[src/rtl/i2c_recovery_pkg.sv]
package i2c_recovery_pkg;
  typedef enum logic [2:0] {
    ST_IDLE,
    ST_LOW_A,   // SCL low, SDA still high
    ST_LOW_B,   // SCL low, SDA low (if driving)
    ST_HIGH_A,  // SCL released, SDA low: STOP setup window
    ST_HIGH_B   // SCL and SDA released, sample at end
  } rec_state_e;
endpackage

[src/rtl/rec_phase_timer.sv]
module rec_phase_timer #(
  parameter int MAX_LEN = 250,
  localparam int TW = $clog2(MAX_LEN + 1)
) (
  input  logic          clk,
  input  logic          rst_n,
  input  logic          load_i,
  input  logic [TW-1:0] len_i,
  output logic          expire_o
);
  logic [TW-1:0] cnt_q;

  always_ff @(posedge clk or negedge rst_n) begin
    if (!rst_n)              cnt_q <= '0;
    else if (load_i)         cnt_q <= len_i - TW'(1);
    else if (cnt_q != '0)    cnt_q <= cnt_q - TW'(1);
  end

  assign expire_o = (cnt_q == '0);

  // a phase count never exceeds the longest phase
  p_cnt_bound_r3: assert property (@(posedge clk) disable iff (!rst_n)
    cnt_q <= TW'(MAX_LEN - 1));
endmodule

[src/rtl/rec_pulse_counter.sv]
module rec_pulse_counter #(
  parameter int MAX_PULSES = 9,
  localparam int PW = $clog2(MAX_PULSES + 1)
) (
  input  logic clk,
  input  logic rst_n,
  input  logic clr_i,
  input  logic inc_i,
  output logic last_o
);
  logic [PW-1:0] cnt_q;

  always_ff @(posedge clk or negedge rst_n) begin
    if (!rst_n)      cnt_q <= '0;
    else if (clr_i)  cnt_q <= '0;
    else if (inc_i)  cnt_q <= cnt_q + PW'(1);
  end

  assign last_o = (cnt_q >= PW'(MAX_PULSES));

  // pulse budget is never exceeded
  p_pulse_cap_r7: assert property (@(posedge clk) disable iff (!rst_n)
    inc_i |-> cnt_q < PW'(MAX_PULSES));
endmodule

[src/rtl/i2c_recovery_seq.sv]
module i2c_recovery_seq
  import i2c_recovery_pkg::*;
#(
  parameter int PERIOD_CYC = 250,
  parameter int MAX_PULSES = 9
) (
  input  logic clk,
  input  logic rst_n,
  input  logic start_i,
  input  logic sda_drive_en_i,
  input  logic scl_i,
  input  logic sda_i,
  output logic scl_o,
  output logic sda_o,
  output logic busy_o,
  output logic done_o,
  output logic err_o
);
  localparam int HALF = PERIOD_CYC / 2;
  localparam int TW   = $clog2(PERIOD_CYC + 1);

  initial begin
    if (PERIOD_CYC < 2) $error("PERIOD_CYC must be at least 2");
    if (MAX_PULSES < 1) $error("MAX_PULSES must be at least 1");
  end

  rec_state_e    state_q, state_d;
  logic          en_q;
  logic          load;
  logic [TW-1:0] len;
  logic          expire, last;
  logic          pulse_clr, pulse_inc;
  logic          done_d, err_d;
  logic          scl_q, sda_q;

  rec_phase_timer #(.MAX_LEN(PERIOD_CYC)) u_timer (
    .clk(clk), .rst_n(rst_n), .load_i(load), .len_i(len), .expire_o(expire));

  rec_pulse_counter #(.MAX_PULSES(MAX_PULSES)) u_pulses (
    .clk(clk), .rst_n(rst_n), .clr_i(pulse_clr), .inc_i(pulse_inc), .last_o(last));

  always_comb begin
    state_d   = state_q;
    load      = 1'b0;
    len       = TW'(HALF);
    pulse_clr = 1'b0;
    pulse_inc = 1'b0;
    done_d    = 1'b0;
    err_d     = 1'b0;
    unique case (state_q)
      ST_IDLE: if (start_i) begin
        if (!scl_i) err_d = 1'b1;
        else begin
          state_d   = ST_LOW_A;
          load      = 1'b1;
          pulse_clr = 1'b1;
        end
      end
      ST_LOW_A: if (expire) begin
        state_d = ST_LOW_B;
        load    = 1'b1;
      end
      ST_LOW_B: if (expire) begin
        state_d   = ST_HIGH_A;
        load      = 1'b1;
        len       = TW'(PERIOD_CYC);   // STOP setup gets a full period
        pulse_inc = 1'b1;
      end
      ST_HIGH_A: if (expire) begin
        state_d = ST_HIGH_B;
        load    = 1'b1;
      end
      ST_HIGH_B: if (expire) begin
        if (sda_i) begin
          done_d  = 1'b1;
          state_d = ST_IDLE;
        end else if (last) begin
          err_d   = 1'b1;
          state_d = ST_IDLE;
        end else begin
          state_d = ST_LOW_A;
          load    = 1'b1;
        end
      end
      default: state_d = ST_IDLE;
    endcase
  end

  always_ff @(posedge clk or negedge rst_n) begin
    if (!rst_n) begin
      state_q <= ST_IDLE;
      en_q    <= 1'b0;
      scl_q   <= 1'b1;
      sda_q   <= 1'b1;
      done_o  <= 1'b0;
      err_o   <= 1'b0;
    end else begin
      state_q <= state_d;
      if (state_q == ST_IDLE && start_i) en_q <= sda_drive_en_i;
      scl_q   <= !(state_d == ST_LOW_A || state_d == ST_LOW_B);
      sda_q   <= !((state_q == ST_IDLE ? sda_drive_en_i : en_q) &&
                   (state_d == ST_LOW_B || state_d == ST_HIGH_A));
      done_o  <= done_d;
      err_o   <= err_d;
    end
  end

  assign scl_o  = scl_q;
  assign sda_o  = sda_q;
  assign busy_o = (state_q != ST_IDLE);

  // results are exclusive
  p_one_result_r10: assert property (@(posedge clk) disable iff (!rst_n)
    !(done_o && err_o));
  // a result lasts one cycle
  p_result_pulse_r10: assert property (@(posedge clk) disable iff (!rst_n)
    (done_o || err_o) |=> !(done_o || err_o));
  // SDA only rises while SCL is high, forming a STOP
  p_stop_edge_r4: assert property (@(posedge clk) disable iff (!rst_n)
    $rose(sda_o) |-> (scl_o && $stable(scl_o)));
  // SDA is only pulled low while SCL is low
  p_sda_fall_low_r4: assert property (@(posedge clk) disable iff (!rst_n)
    $fell(sda_o) |-> !scl_o);
  // idle leaves both lines released
  p_idle_release_r1: assert property (@(posedge clk) disable iff (!rst_n)
    !busy_o |-> (scl_o && sda_o));
  // SCL held low at start gives an error and no pulse
  p_stuck_scl_r8: assert property (@(posedge clk) disable iff (!rst_n)
    (!busy_o && start_i && !scl_i) |=> (err_o && scl_o && !busy_o));
endmodule

[config.mk]
export PLATFORM = sky130hd
export DESIGN_NAME = i2c_recovery_seq
export DESIGN_NICKNAME = d
export VERILOG_FILES = /design/src/rtl/i2c_recovery_pkg.sv /design/src/rtl/rec_phase_timer.sv /design/src/rtl/rec_pulse_counter.sv /design/src/rtl/i2c_recovery_seq.sv
export SDC_FILE = /design/constraint.sdc
export NUM_CORES = 1
export LEC_CHECK = 0
export BUFFER_PORTS_ARGS = -buffer_cell sky130_fd_sc_hd__buf_4
export CAP_MARGIN = 20
export CORE_MARGIN = 2
export CORE_UTILIZATION = 40
export DETAILED_ROUTE_END_ITERATION = 10
export GPL_ROUTABILITY_DRIVEN = 1
export HOLD_SLACK_MARGIN = 0.03
export PLACE_DENSITY_LB_ADDON = 0.12
export SYNTH_ARGS = -nofsm -noshare
export SYNTH_HDL_FRONTEND = slang
export SYNTH_SLANG_ARGS = --single-unit
[constraint.sdc]
create_clock -name clk -period 3.4 [get_ports clk]
set_input_delay 0.68 -clock clk [delete_from_list [all_inputs] [get_ports clk]]
set_output_delay 0.68 -clock clk [all_outputs]
set_load 0.1 [all_outputs]
**Word level (Yosys, flattened, before mapping)**

Index checks and enable logic that the tools add are counted.

- Input bits: 6
- Output and inout port bits: 5
- Register bits after elaboration: 20
- Logic and storage cells: 66

- Order comparisons: 1
- Reductions and logical operators: 13
- $add $sub $neg: 3
- Mux-type cells: 34
- Eq/ne operators: 7

Operators with widths:

| kind | count |
|---|---|
| $mux 8 | 4 |
| $mux 1 | 19 |
| $mux 3 | 6 |
| $sub 8x1->8 const B | 2 |
| $pmux 3 s5 | 1 |
| $eq 3x2->1 const B | 4 |
| $logic_not 8->1 | 1 |
| $mux 4 | 2 |
| $reduce_bool 8->1 | 1 |
| $eq 3x1->1 const B | 2 |
| $add 4x1->4 const B | 1 |
| $ge 4x4->1 const B | 1 |
| $reduce_bool 2->1 | 2 |
| $eq 3x3->1 const B | 1 |
| $logic_not 3->1 | 1 |
| $pmux 1 s3 | 1 |
| $reduce_bool 3->1 | 1 |
| $reduce_or 3->1 | 1 |
| $logic_and 1x1->1 | 2 |
| $logic_not 1->1 | 2 |
| $logic_or 1x1->1 | 2 |
| $pmux 1 s2 | 1 |

**Longest topological paths before layout**

Gate-level depths: netlist of run 1.

- Word-level depth: 9
- Gate-level depth with buffers: 11
- Mapped depth without buffers: 11

**Hierarchy**

A second synthesis of run 1 with hierarchy kept.

- Cells, all modules: 128
- Area, all modules: 1,288.7 um2

Modules (own cells, without submodules):

| module | cells an instance | times used | area each (um2) |
|---|---|---|---|
| rec_phase_timer | 60 | 1 | 601.8 |
| i2c_recovery_seq | 46 | 1 | 450.4 |
| rec_pulse_counter | 22 | 1 | 236.5 |

**Worst setup path after synthesis of run 1**

Ideal clock, no wire load.

- Kind: input-to-reg
- Start: in sda_i
- End: reg u_timer.cnt_q[4]
- Stages: 9
- Path buffers: 0
- Required time: 3,331 ps
- Arrival: 2,925 ps
- Setup slack: 407 ps
- Cells stage by stage: or4b_2 -> a21oi_2 -> a211oi_2 -> a21boi_1 -> ha_1 -> inv_1 -> or3_1 -> or4_1 -> nand3_1

- Cells in the longest elaborated chain, start to end: 4
- Elaborated cells between the ends (all ways): 5

RTL lines:

| item | RTL line | RTL |
|---|---|---|
| start: declaration | i2c_recovery_seq.sv:12 | `input logic sda_i,` |
| $mux 1 (*) | i2c_recovery_seq.sv:74 | `if (sda_i) begin` |
| $mux 1 (*) | i2c_recovery_seq.sv:73 | `ST_HIGH_B: if (expire) begin` |
| $pmux 1 s3 (*) | i2c_recovery_seq.sv:50 | `unique case (state_q)` |
| $mux 8 or $reduce_bool 2->1 (tied branches) | - |  |
| end signal: assignment | rec_phase_timer.sv:15 | `else if (load_i) cnt_q <= len_i - TW'(1);` |
| end signal: assignment | rec_phase_timer.sv:16 | `else if (cnt_q != '0) cnt_q <= cnt_q - TW'(1);` |
| end: declaration | rec_phase_timer.sv:11 | `logic [TW-1:0] cnt_q;` |

Every way passes the cells marked *; elsewhere a longest branch is shown, timed or not.
A chain may end at the register's enable or synchronous reset.

**Final worst setup path of run 1**

- Start: reg u_timer.cnt_q[6]
- End: reg u_timer.cnt_q[4]

- Cells in the longest elaborated chain, start to end: 5
- Elaborated cells between the ends (all ways): 10

RTL lines:

| item | RTL line | RTL |
|---|---|---|
| $logic_not 8->1 | rec_phase_timer.sv:19 | `assign expire_o = (cnt_q == '0);` |
| $mux 8 | i2c_recovery_seq.sv:63 | `ST_LOW_B: if (expire) begin` |
| $mux 8 | i2c_recovery_seq.sv:50 |  |
| $sub 8x1->8 | rec_phase_timer.sv:15 |  |
| $mux 8 | rec_phase_timer.sv:15 |  |

Several ways; a longest one is shown, not always the timed one.

==> flow_summary.ini, run 1 <==
[synth]
syn-num-nets = 130
yosys_register_bits = 20
yosysWarnings = 0
seq_area_frac_synth_pct = 41.8
synth_largest_area_cell = dfrtp_1
netlist_area_um2 = 1200
synth_top_area_share_pct = 37.5
yosys-top-cells-area = dfrtp_1 (37%), dfstp_2 (4.4%), ha_1 (4.2%)
syn_avg_cell_area_um2 = 10.0
syn_inst = 120
synth_cell_types = 44

[placed_design]
dpl.hpwl_um = 1820
io_buffers = 10
gp_congestion = 0.807

[pwr]
irDropWorstVdd_uv = 360
p_leak_nw = 0.568
power_density_nw_per_um2 = 862
power.net_switching_w = 0.000515
power_switching_share_pct = 44.4
seqPwrFrac_pct = 40.5
power_frac_comb_pct = 42.5
internal_power_w = 0.000644
clkPwrFrac_pct = 17.0

[final_layout]
final_nets = 142
multi_input_area_um2 = 616
layout.area.seq_um2 = 503
area_delta_synth_final_pct = 11.9
nFillCells = 260
drive_gt1_share_pct = 24.4
antenna_cells = 0

[cts]
clock_path_buffers = 2
htreeDepth = 1
post-cts-setup-buffers = 0
cts_buffers = 3
ctsResizeCount = 0
cts_hold_buf = 0
path_clk_slew_ps = 120
clockRootBuffer = clkbuf_4
clkSinkCount = 20
clock_latency_ps = 300
cts_tree = built

[die]
core_area_um2 = 2810
rows = 19
initial_core_util_pct = 42.9
die_w_um = 58.8
io_pins = 11
die_area_um2 = 3460
die_y_um = 58.8

[timing]
finalSetupViolCount = 0
rsz0062_at_grt = no
post-route-min-period_ps = 3050
worst_slew_pin_slew_ps = 595
min_period_over_period_pct = 89.7
fin_skew_ps = 0.686
slew_headroom_pct = 60.0
finalHoldViolCount = 0
slew_viol_final = 0
max_freq_mhz = 328
timing.hold.ws_ps = 232
setup_tns_ps = 0

[hold_path]
hold_class = primary input to asynchronous set/reset pin

[route]
routed_wl_um = 2470
detail_route.first_pass.iterations = 4
num_vias = 943
route.detailed.drc = 0
viasPerCell = 5.82
first_iter_violations = 30
avgRoutedWirePerCell_um = 15.3
antenna_left = 0

[outcome]
status = complete, no violations

[worst_setup_path]
worstRegToRegCells = 9
critical_path_class = flip-flop to flip-flop
arrival_ps = 3300
cp-end-kind = flip-flop
worstPathRequired_ps = 3650
critPathLaunchType = flip-flop
critPathMaxFanout = 8

[global_route]
grt_pass1_vias = 915
grt_use_total_pct = 16.8
antenna_found_initial = 0
grt_max_degree = 21
grt_overflow = 0
grt_pass1_wl_um = 4460

[flow_run]
maxCapViolCount = 0
==> cell usage after synthesis <==
library cell,instances
ha_1,4
nor4b_4,1
a211oi_2,1
nand2_1,11
o32ai_1,1
a21oi_1,3
a32oi_1,1
nand3_1,7
or4_1,4
xor2_1,2
xnor2_1,1
nand3_2,1
nor3_4,1
buf_2,1
nor3b_2,1
or3b_2,1
o211a_1,1
a22o_1,1
buf_6,3
nand2b_1,1
o21ai_0,1
a21boi_1,1
a31oi_2,1
clkbuf_1,2
o41ai_1,1
and3_1,2
a211oi_1,4
nor4_2,1
nor4_1,3
o311ai_0,1
nor3_1,3
o22ai_1,2
o31ai_1,3
buf_4,1
dfrtp_1,18
dfstp_2,2
mux2_2,1
or3_1,4
nor4_4,1
or4b_2,1
inv_1,8
a21oi_2,1
nand4_1,3
nor2_1,8
==> placed cells by master (no fill, tap or decap), drive strengths merged, types with 3 or more instances in the layout <==
| cell | Yosys | final |
|---|---|---|
| a211oi | 5 | 5 |
| a21oi | 4 | 4 |
| buf | 5 | 14 |
| clkbuf | 2 | 3 |
| dfrtp | 18 | 18 |
| ha | 4 | 4 |
| inv | 8 | 8 |
| nand2 | 11 | 11 |
| nand3 | 8 | 8 |
| nand4 | 3 | 3 |
| nor2 | 8 | 8 |
| nor3 | 4 | 4 |
| nor4 | 5 | 5 |
| o31ai | 3 | 3 |
| or3 | 4 | 4 |
| or4 | 4 | 4 |
==> power by group through the flow <==
stage,registers (W),logic (W),clock network [W]
after floorplan,0.000497,0.000365,0
after global placement,0.000472,0.000488,0
after detailed placement,0.000475,0.000497,0
after CTS,0.000470,0.000499,0.000204
after global routing,0.000487,0.000556,0.000219
final,0.000469,0.000492,0.000197
==> layer usage <==
metal  GRT usage (%)  up-vias  wire, µm
met5               0        -         0
met4            5.84        0        18
met3            2.64        2        70
met2            25.7       13      1150
met1            24.1      462      1240
li1                -      466         -
==> state kept, by name, indices dropped and copies added, names as in the netlist <==
name and count:
sda_o 1, done_o 1, state_q 3, err_o 1
u_timer.cnt_q 8, en_q 1, u_pulses.cnt_q 4, scl_o 1
==> worst paths after layout <==
check | slack, ps | start | endpoint
max | 350 | u_timer.cnt_q[6] | u_timer.cnt_q[4]
min | 230 | rst_n | u_timer.cnt_q[3]
max reg2reg | 350 | u_timer.cnt_q[6] | u_timer.cnt_q[4]
min reg2reg | 410 | en_q | sda_o
max in group asynchronous | 2900 | rst_n | sda_o
min in group clk | 410 | en_q | sda_o
==> stage by stage <==
step / utilization (%) / setup WS [ps] / area [µm²] / total power, W / instances
floorplan: - / 407 / 1200 / 0.000861 / 120
global placement: 46.1 / 255 / 1290 / 0.000961 / 158
detailed placement: 46.1 / 208 / 1290 / 0.000971 / 158
CTS: 47.9 / 371 / 1350 / 0.00117 / 162
global route: 47.9 / 185 / 1350 / 0.00126 / 162
finish: 47.9 / 351 / 1350 / 0.00116 / 162
==> worst max-delay path, cell delays in order (launching register included) <==
cell      delay [ps]
dfrtp_1          450
or4_1            710
nor3_4           410
a211oi_2         140
a21boi_1         170
ha_1             220
inv_1             80
or3_1            320
or4_1            400
nand3_1           90
==> area by class of cell <==
cell class / count / area share [%]
clock buffers: 3 / 1.67
clock inverters: 1 / 2.23
inverters: 8 / 2.23
multi-input cells: 85 / 45.8
flip-flops and latches: 20 / 37.4
well taps: 31 / 2.88
repair buffers: 14 / 7.81
==> logic make-up after synthesis <==
family	count (synthesis)	synth area share, %
xor+xnor	3	2.19
flops	20	41.8
simple gates	54	28.9
mux	1	0.936
fa+ha+maj	4	4.16
compound gates	23	15.0
buf+inv	15	6.97
Note: power is estimated with default switching activity, not from simulation.
==> run 2, diff against run 1 <==
Settings changed: CELL_PAD_IN_SITES_DETAIL_PLACEMENT from default to 1, CELL_PAD_IN_SITES_GLOBAL_PLACEMENT from default to 2, CORE_UTILIZATION 40 to 37, PLACE_DENSITY_LB_ADDON 0.12 to 0.3.
==> flow_summary.ini, run 2 (synthesis gave the netlist of run 1 again) <==
[outcome]
status = complete, no violations

[pwr]
power_switching_share_pct = 48.5
clkPwrFrac_pct = 10.5
internal_power_w = 0.000567
irDropWorstVdd_uv = 312
power_density_nw_per_um2 = 824
total_power_w = 0.00110
power.net_switching_w = 0.000535
p_leak_nw = 0.560
power_frac_comb_pct = 46.1
seqPwrFrac_pct = 43.4

[placed_design]
io_buffers = 10
gp_congestion = 0.793
dpl.hpwl_um = 2080

[final_layout]
largestRegisters = u_timer.cnt_q x8, u_pulses.cnt_q x4, state_q x3
final_cell_mix = dfrtp_1 (18), buf_4 (15), nand2_1 (11)
top_register = u_timer.cnt_q
final_nets = 143
nFillCells = 368
final_common_cell = dfrtp_1
antenna_cells = 0
largest_reg_flops = 8
fin_util_pct = 43.5
drive_gt1_share_pct = 24.4
area_delta_synth_final_pct = 11.3

[route]
detail_route.first_pass.iterations = 4
antenna_left = 0
avgRoutedWirePerCell_um = 16.6
routed_wl_um = 2900
first_iter_violations = 29
route.detailed.drc = 0
viasPerCell = 5.45
num_vias = 954

[global_route]
grt_pass1_wl_um = 4970
gr-usage-met3_pct = 2.99
grt_busiest_layer = met2
grt_pass1_vias = 1003
grt_overflow = 0
grt_max_degree = 21
antenna_found_initial = 0
grtUsageMet1_pct = 24.2
gr-usage-met2_pct = 30.4
grt_use_total_pct = 18.2

[worst_setup_path]
crit_top_cell = or4_1
crit_family = simple AND/OR/NAND/NOR gates
critPathLaunchType = flip-flop
reg2reg_slack_ps = 340
reg2reg_from = u_timer.cnt_q[6]
critical_path_class = flip-flop to flip-flop
worstRegToRegCells = 9
worstPathRequired_ps = 3640
crit_slowest_cell = or4_1
r2r-end = u_timer.cnt_q[4]
path_buf_inv = 1
cp_cell_sequence = or4_1 > nor4b_4 > a211oi_2 > a21boi_1 > ha_1 > inv_1 > or3_1 > or4_1 > nand3_1
cp-end-kind = flip-flop
arrival_ps = 3310
max_stage_delay_ps = 720
critPathMaxFanout = 7

[flow_run]
maxCapViolCount = 0

[timing]
slew_viol_final = 0
max_freq_mhz = 326
rsz0062_at_grt = no
fin_skew_ps = 3.16
slew_headroom_pct = 62.7
worst_slew_pin_slew_ps = 555
finalSetupViolCount = 0
min_period_over_period_pct = 90.1
timing.hold.ws_ps = 242
post-route-min-period_ps = 3060
setup_tns_ps = 0
finalHoldViolCount = 0

[cts]
cts_hold_buf = 0
clock_path_buffers = 2
clkSinkCount = 20
path_clk_slew_ps = 120
ctsResizeCount = 0
cts_tree = built
clock_latency_ps = 290
htreeDepth = 1
post-cts-setup-buffers = 0
clockRootBuffer = clkbuf_4
cts_buffers = 3

[die]
io_pins = 11
rows = 20
core_area_um2 = 3080
die_area_um2 = 3720
initial_core_util_pct = 39.1
die_w_um = 61.0
die_y_um = 61.0

[hold_path]
hold_class = primary input to asynchronous set/reset pin
-- run 2: cell types whose count changed in the layout (fill, tap and decap cells not counted) --
| cell | previous run | this run |
|---|---|---|
| buf_4 | 14 | 15 |
| bufinv_16 | 1 | 0 |
-- run 2: metrics by stage --
stage	cells	setup slack [ps]	area, µm²
after detailed placement	172	210	1320
after global placement	172	278	1320
after global routing	175	127	1340
after floorplan	120	407	1200
final	175	337	1340
after CTS	175	354	1340
-- run 2: worst max path at each step --
stage | start | end | cells after the start
final | u_timer.cnt_q[6] | u_timer.cnt_q[4] | 9
after global routing | u_timer.cnt_q[6] | u_timer.cnt_q[4] | 9
after CTS | u_timer.cnt_q[6] | u_timer.cnt_q[4] | 9
after detailed placement | sda_i | u_timer.cnt_q[4] | 10
after global placement | sda_i | u_timer.cnt_q[4] | 10
after floorplan | sda_i | u_timer.cnt_q[4] | 9
-- run 2: power by group through the flow --
stage | registers (W) | logic, W | clock network, W
2_1_floorplan | 0.000497 | 0.000365 | 0
3_3_place_gp | 0.000476 | 0.000492 | 0
3_5_place_dp | 0.000479 | 0.000508 | 0
4_1_cts | 0.000475 | 0.000509 | 0.000118
5_1_grt | 0.000496 | 0.000563 | 0.000131
6_report | 0.000478 | 0.000508 | 0.000116
-- run 2: area by class of cell --
type,count,area [µm²],share of cell area [%]
multi-input cells,85,616,46.0
flip-flops and latches,20,503,37.6
repair buffers,15,113,8.41
well taps,44,55.1,4.11
inverters,8,30.0,2.24
clock buffers,3,22.5,1.68
-- run 2: worst register-to-register path, cell delays in order (launching register included) --
cell and delay, ps:
dfrtp_1 450, or4_1 720, nor4b_4 360, a211oi_2 150, a21boi_1 190, ha_1 240, inv_1 90, or3_1 320
or4_1 400, nand3_1 90
-- run 2: per-layer routing --
metal,share of wire (%),wire (µm)
met2,48,1390
met5,0,0
met3,2.0,57
met4,0,0
met1,50,1450
==> run 3, diff against run 2 <==
Settings changed: CORE_MARGIN 2 to default.
==> flow_summary.ini, run 3 (synthesis gave the netlist of run 1 again) <==
[die]
core_area_um2 = 3080
initial_core_util_pct = 39.1
rows = 20
die_area_um2 = 3480
die_y_um = 59.0
io_pins = 11
die_w_um = 59.0

[timing]
rsz0062_at_grt = no
slew_headroom_pct = 61.4
post-route-min-period_ps = 3060
finalHoldViolCount = 0
max_freq_mhz = 326
fin_skew_ps = 4.64
finalSetupViolCount = 0
slew_viol_final = 0
worst_slew_pin_slew_ps = 574
min_period_over_period_pct = 90.1
fin_ws_ps = 337
setup_tns_ps = 0

[cts]
cts_hold_buf = 0
ctsResizeCount = 0
clock_path_buffers = 2
post-cts-setup-buffers = 0
clockRootBuffer = clkbuf_4
clkSinkCount = 20
cts_tree = built
path_clk_slew_ps = 120
clock_latency_ps = 300
htreeDepth = 1
cts_buffers = 3

[worst_setup_path]
cp-end-kind = flip-flop
cp_cell_sequence = or4_1 > nor4b_4 > a211oi_2 > a21boi_1 > ha_1 > inv_1 > or3_1 > or4_1 > nand3_1
r2r-end = u_timer.cnt_q[4]
crit_top_cell = or4_1
worstRegToRegCells = 9
cp-startpoint = u_timer.cnt_q[6]
critical_path_class = flip-flop to flip-flop
reg2reg_slack_ps = 340
cp.depth = 9
max_stage_delay_ps = 720
crit_family = simple AND/OR/NAND/NOR gates
path_buf_inv = 1
crit_slowest_cell = or4_1
cp-endpoint = u_timer.cnt_q[4]
critPathMaxFanout = 7
worstPathRequired_ps = 3640
critPathLaunchType = flip-flop
reg2reg_from = u_timer.cnt_q[6]
arrival_ps = 3310

[route]
first_iter_violations = 67
detail_route.first_pass.iterations = 4
viasPerCell = 5.55
antenna_left = 0
num_vias = 971
routed_wl_um = 2900
route.detailed.drc = 0
avgRoutedWirePerCell_um = 16.6

[pwr]
internal_power_w = 0.000567
power_frac_comb_pct = 46.0
clkPwrFrac_pct = 10.5
irDropWorstVdd_uv = 411
power_density_nw_per_um2 = 820
power.net_switching_w = 0.000531
power_switching_share_pct = 48.3
seqPwrFrac_pct = 43.4
p_leak_nw = 0.560
total_power_w = 0.00110

[final_layout]
top_register = u_timer.cnt_q
nFillCells = 353
area_delta_synth_final_pct = 11.3
antenna_cells = 0
final_nets = 143
largest_reg_flops = 8
drive_gt1_share_pct = 24.4
final_cell_mix = dfrtp_1 (18), buf_4 (15), nand2_1 (11)
fin_util_pct = 43.5
final_common_cell = dfrtp_1
largestRegisters = u_timer.cnt_q x8, u_pulses.cnt_q x4, state_q x3

[flow_run]
maxCapViolCount = 0

[global_route]
grt_overflow = 0
grt_pass1_vias = 1060
antenna_found_initial = 0
grt_pass1_wl_um = 5060
grt_use_total_pct = 19.7
grt_max_degree = 21

[placed_design]
dpl.hpwl_um = 2110
io_buffers = 10
preCtsSetupSlack_ps = 172
gp_congestion = 0.770

[outcome]
status = complete, no violations

[hold_path]
hold_class = primary input to asynchronous set/reset pin
==> run 3: cell counts in the layout (fill, tap and decap cells not counted) <==
No cell type changed its count.
==> run 3: how the worst min path moves through the flow <==
stage / to / slack [ps] / depth (start not counted)
after floorplan: sda_o / 370 / 1
after global placement: sda_o / 380 / 1
after detailed placement: sda_o / 400 / 1
after CTS: state_q[0] / 240 / 1
after global routing: state_q[0] / 240 / 1
final: state_q[2] / 240 / 1
==> run 3: worst register-to-register path: cells and delay by family, from the launching register on <==
family,cells,cell delay [ps]
compound gates,2,360
fa+ha+maj,1,230
buf+inv,1,80
flops,1,450
simple gates,5,1900
==> run 3: stage by stage <==
step | instances | hold slack, ps | instance area [µm²]
2_1_floorplan | 120 | 366 | 1200
3_3_place_gp | 172 | 379 | 1320
3_5_place_dp | 172 | 396 | 1320
4_1_cts | 175 | 241 | 1340
5_1_grt | 175 | 237 | 1340
6_report | 175 | 242 | 1340
==> run 3: area by class of cell <==
type                            instances  area, µm²  area share (%)
Clock buffer                            3       22.5            1.68
Inverter                                8       30.0            2.24
Multi-Input combinational cell         85        616            46.0
Sequential cell                        20        503            37.6
Tap cell                               44       55.1            4.11
Timing Repair Buffer                   15        113            8.41
==> run 3: power by group through the flow <==
stage,Sequential (W),Clock [W],Combinational (W)
2_1_floorplan,0.000497,0,0.000365
3_3_place_gp,0.000475,0,0.000492
3_5_place_dp,0.000482,0,0.000509
4_1_cts,0.000477,0.000120,0.000512
5_1_grt,0.000499,0.000130,0.000556
6_report,0.000477,0.000116,0.000505
==> run 3: metal layers <==
metal	track usage, %	routed length (µm)	vias up
met5	0	0	-
met4	6.12	20	0
met3	2.62	60	2
met2	33.8	1480	12
met1	25.8	1340	492
li1	-	-	465
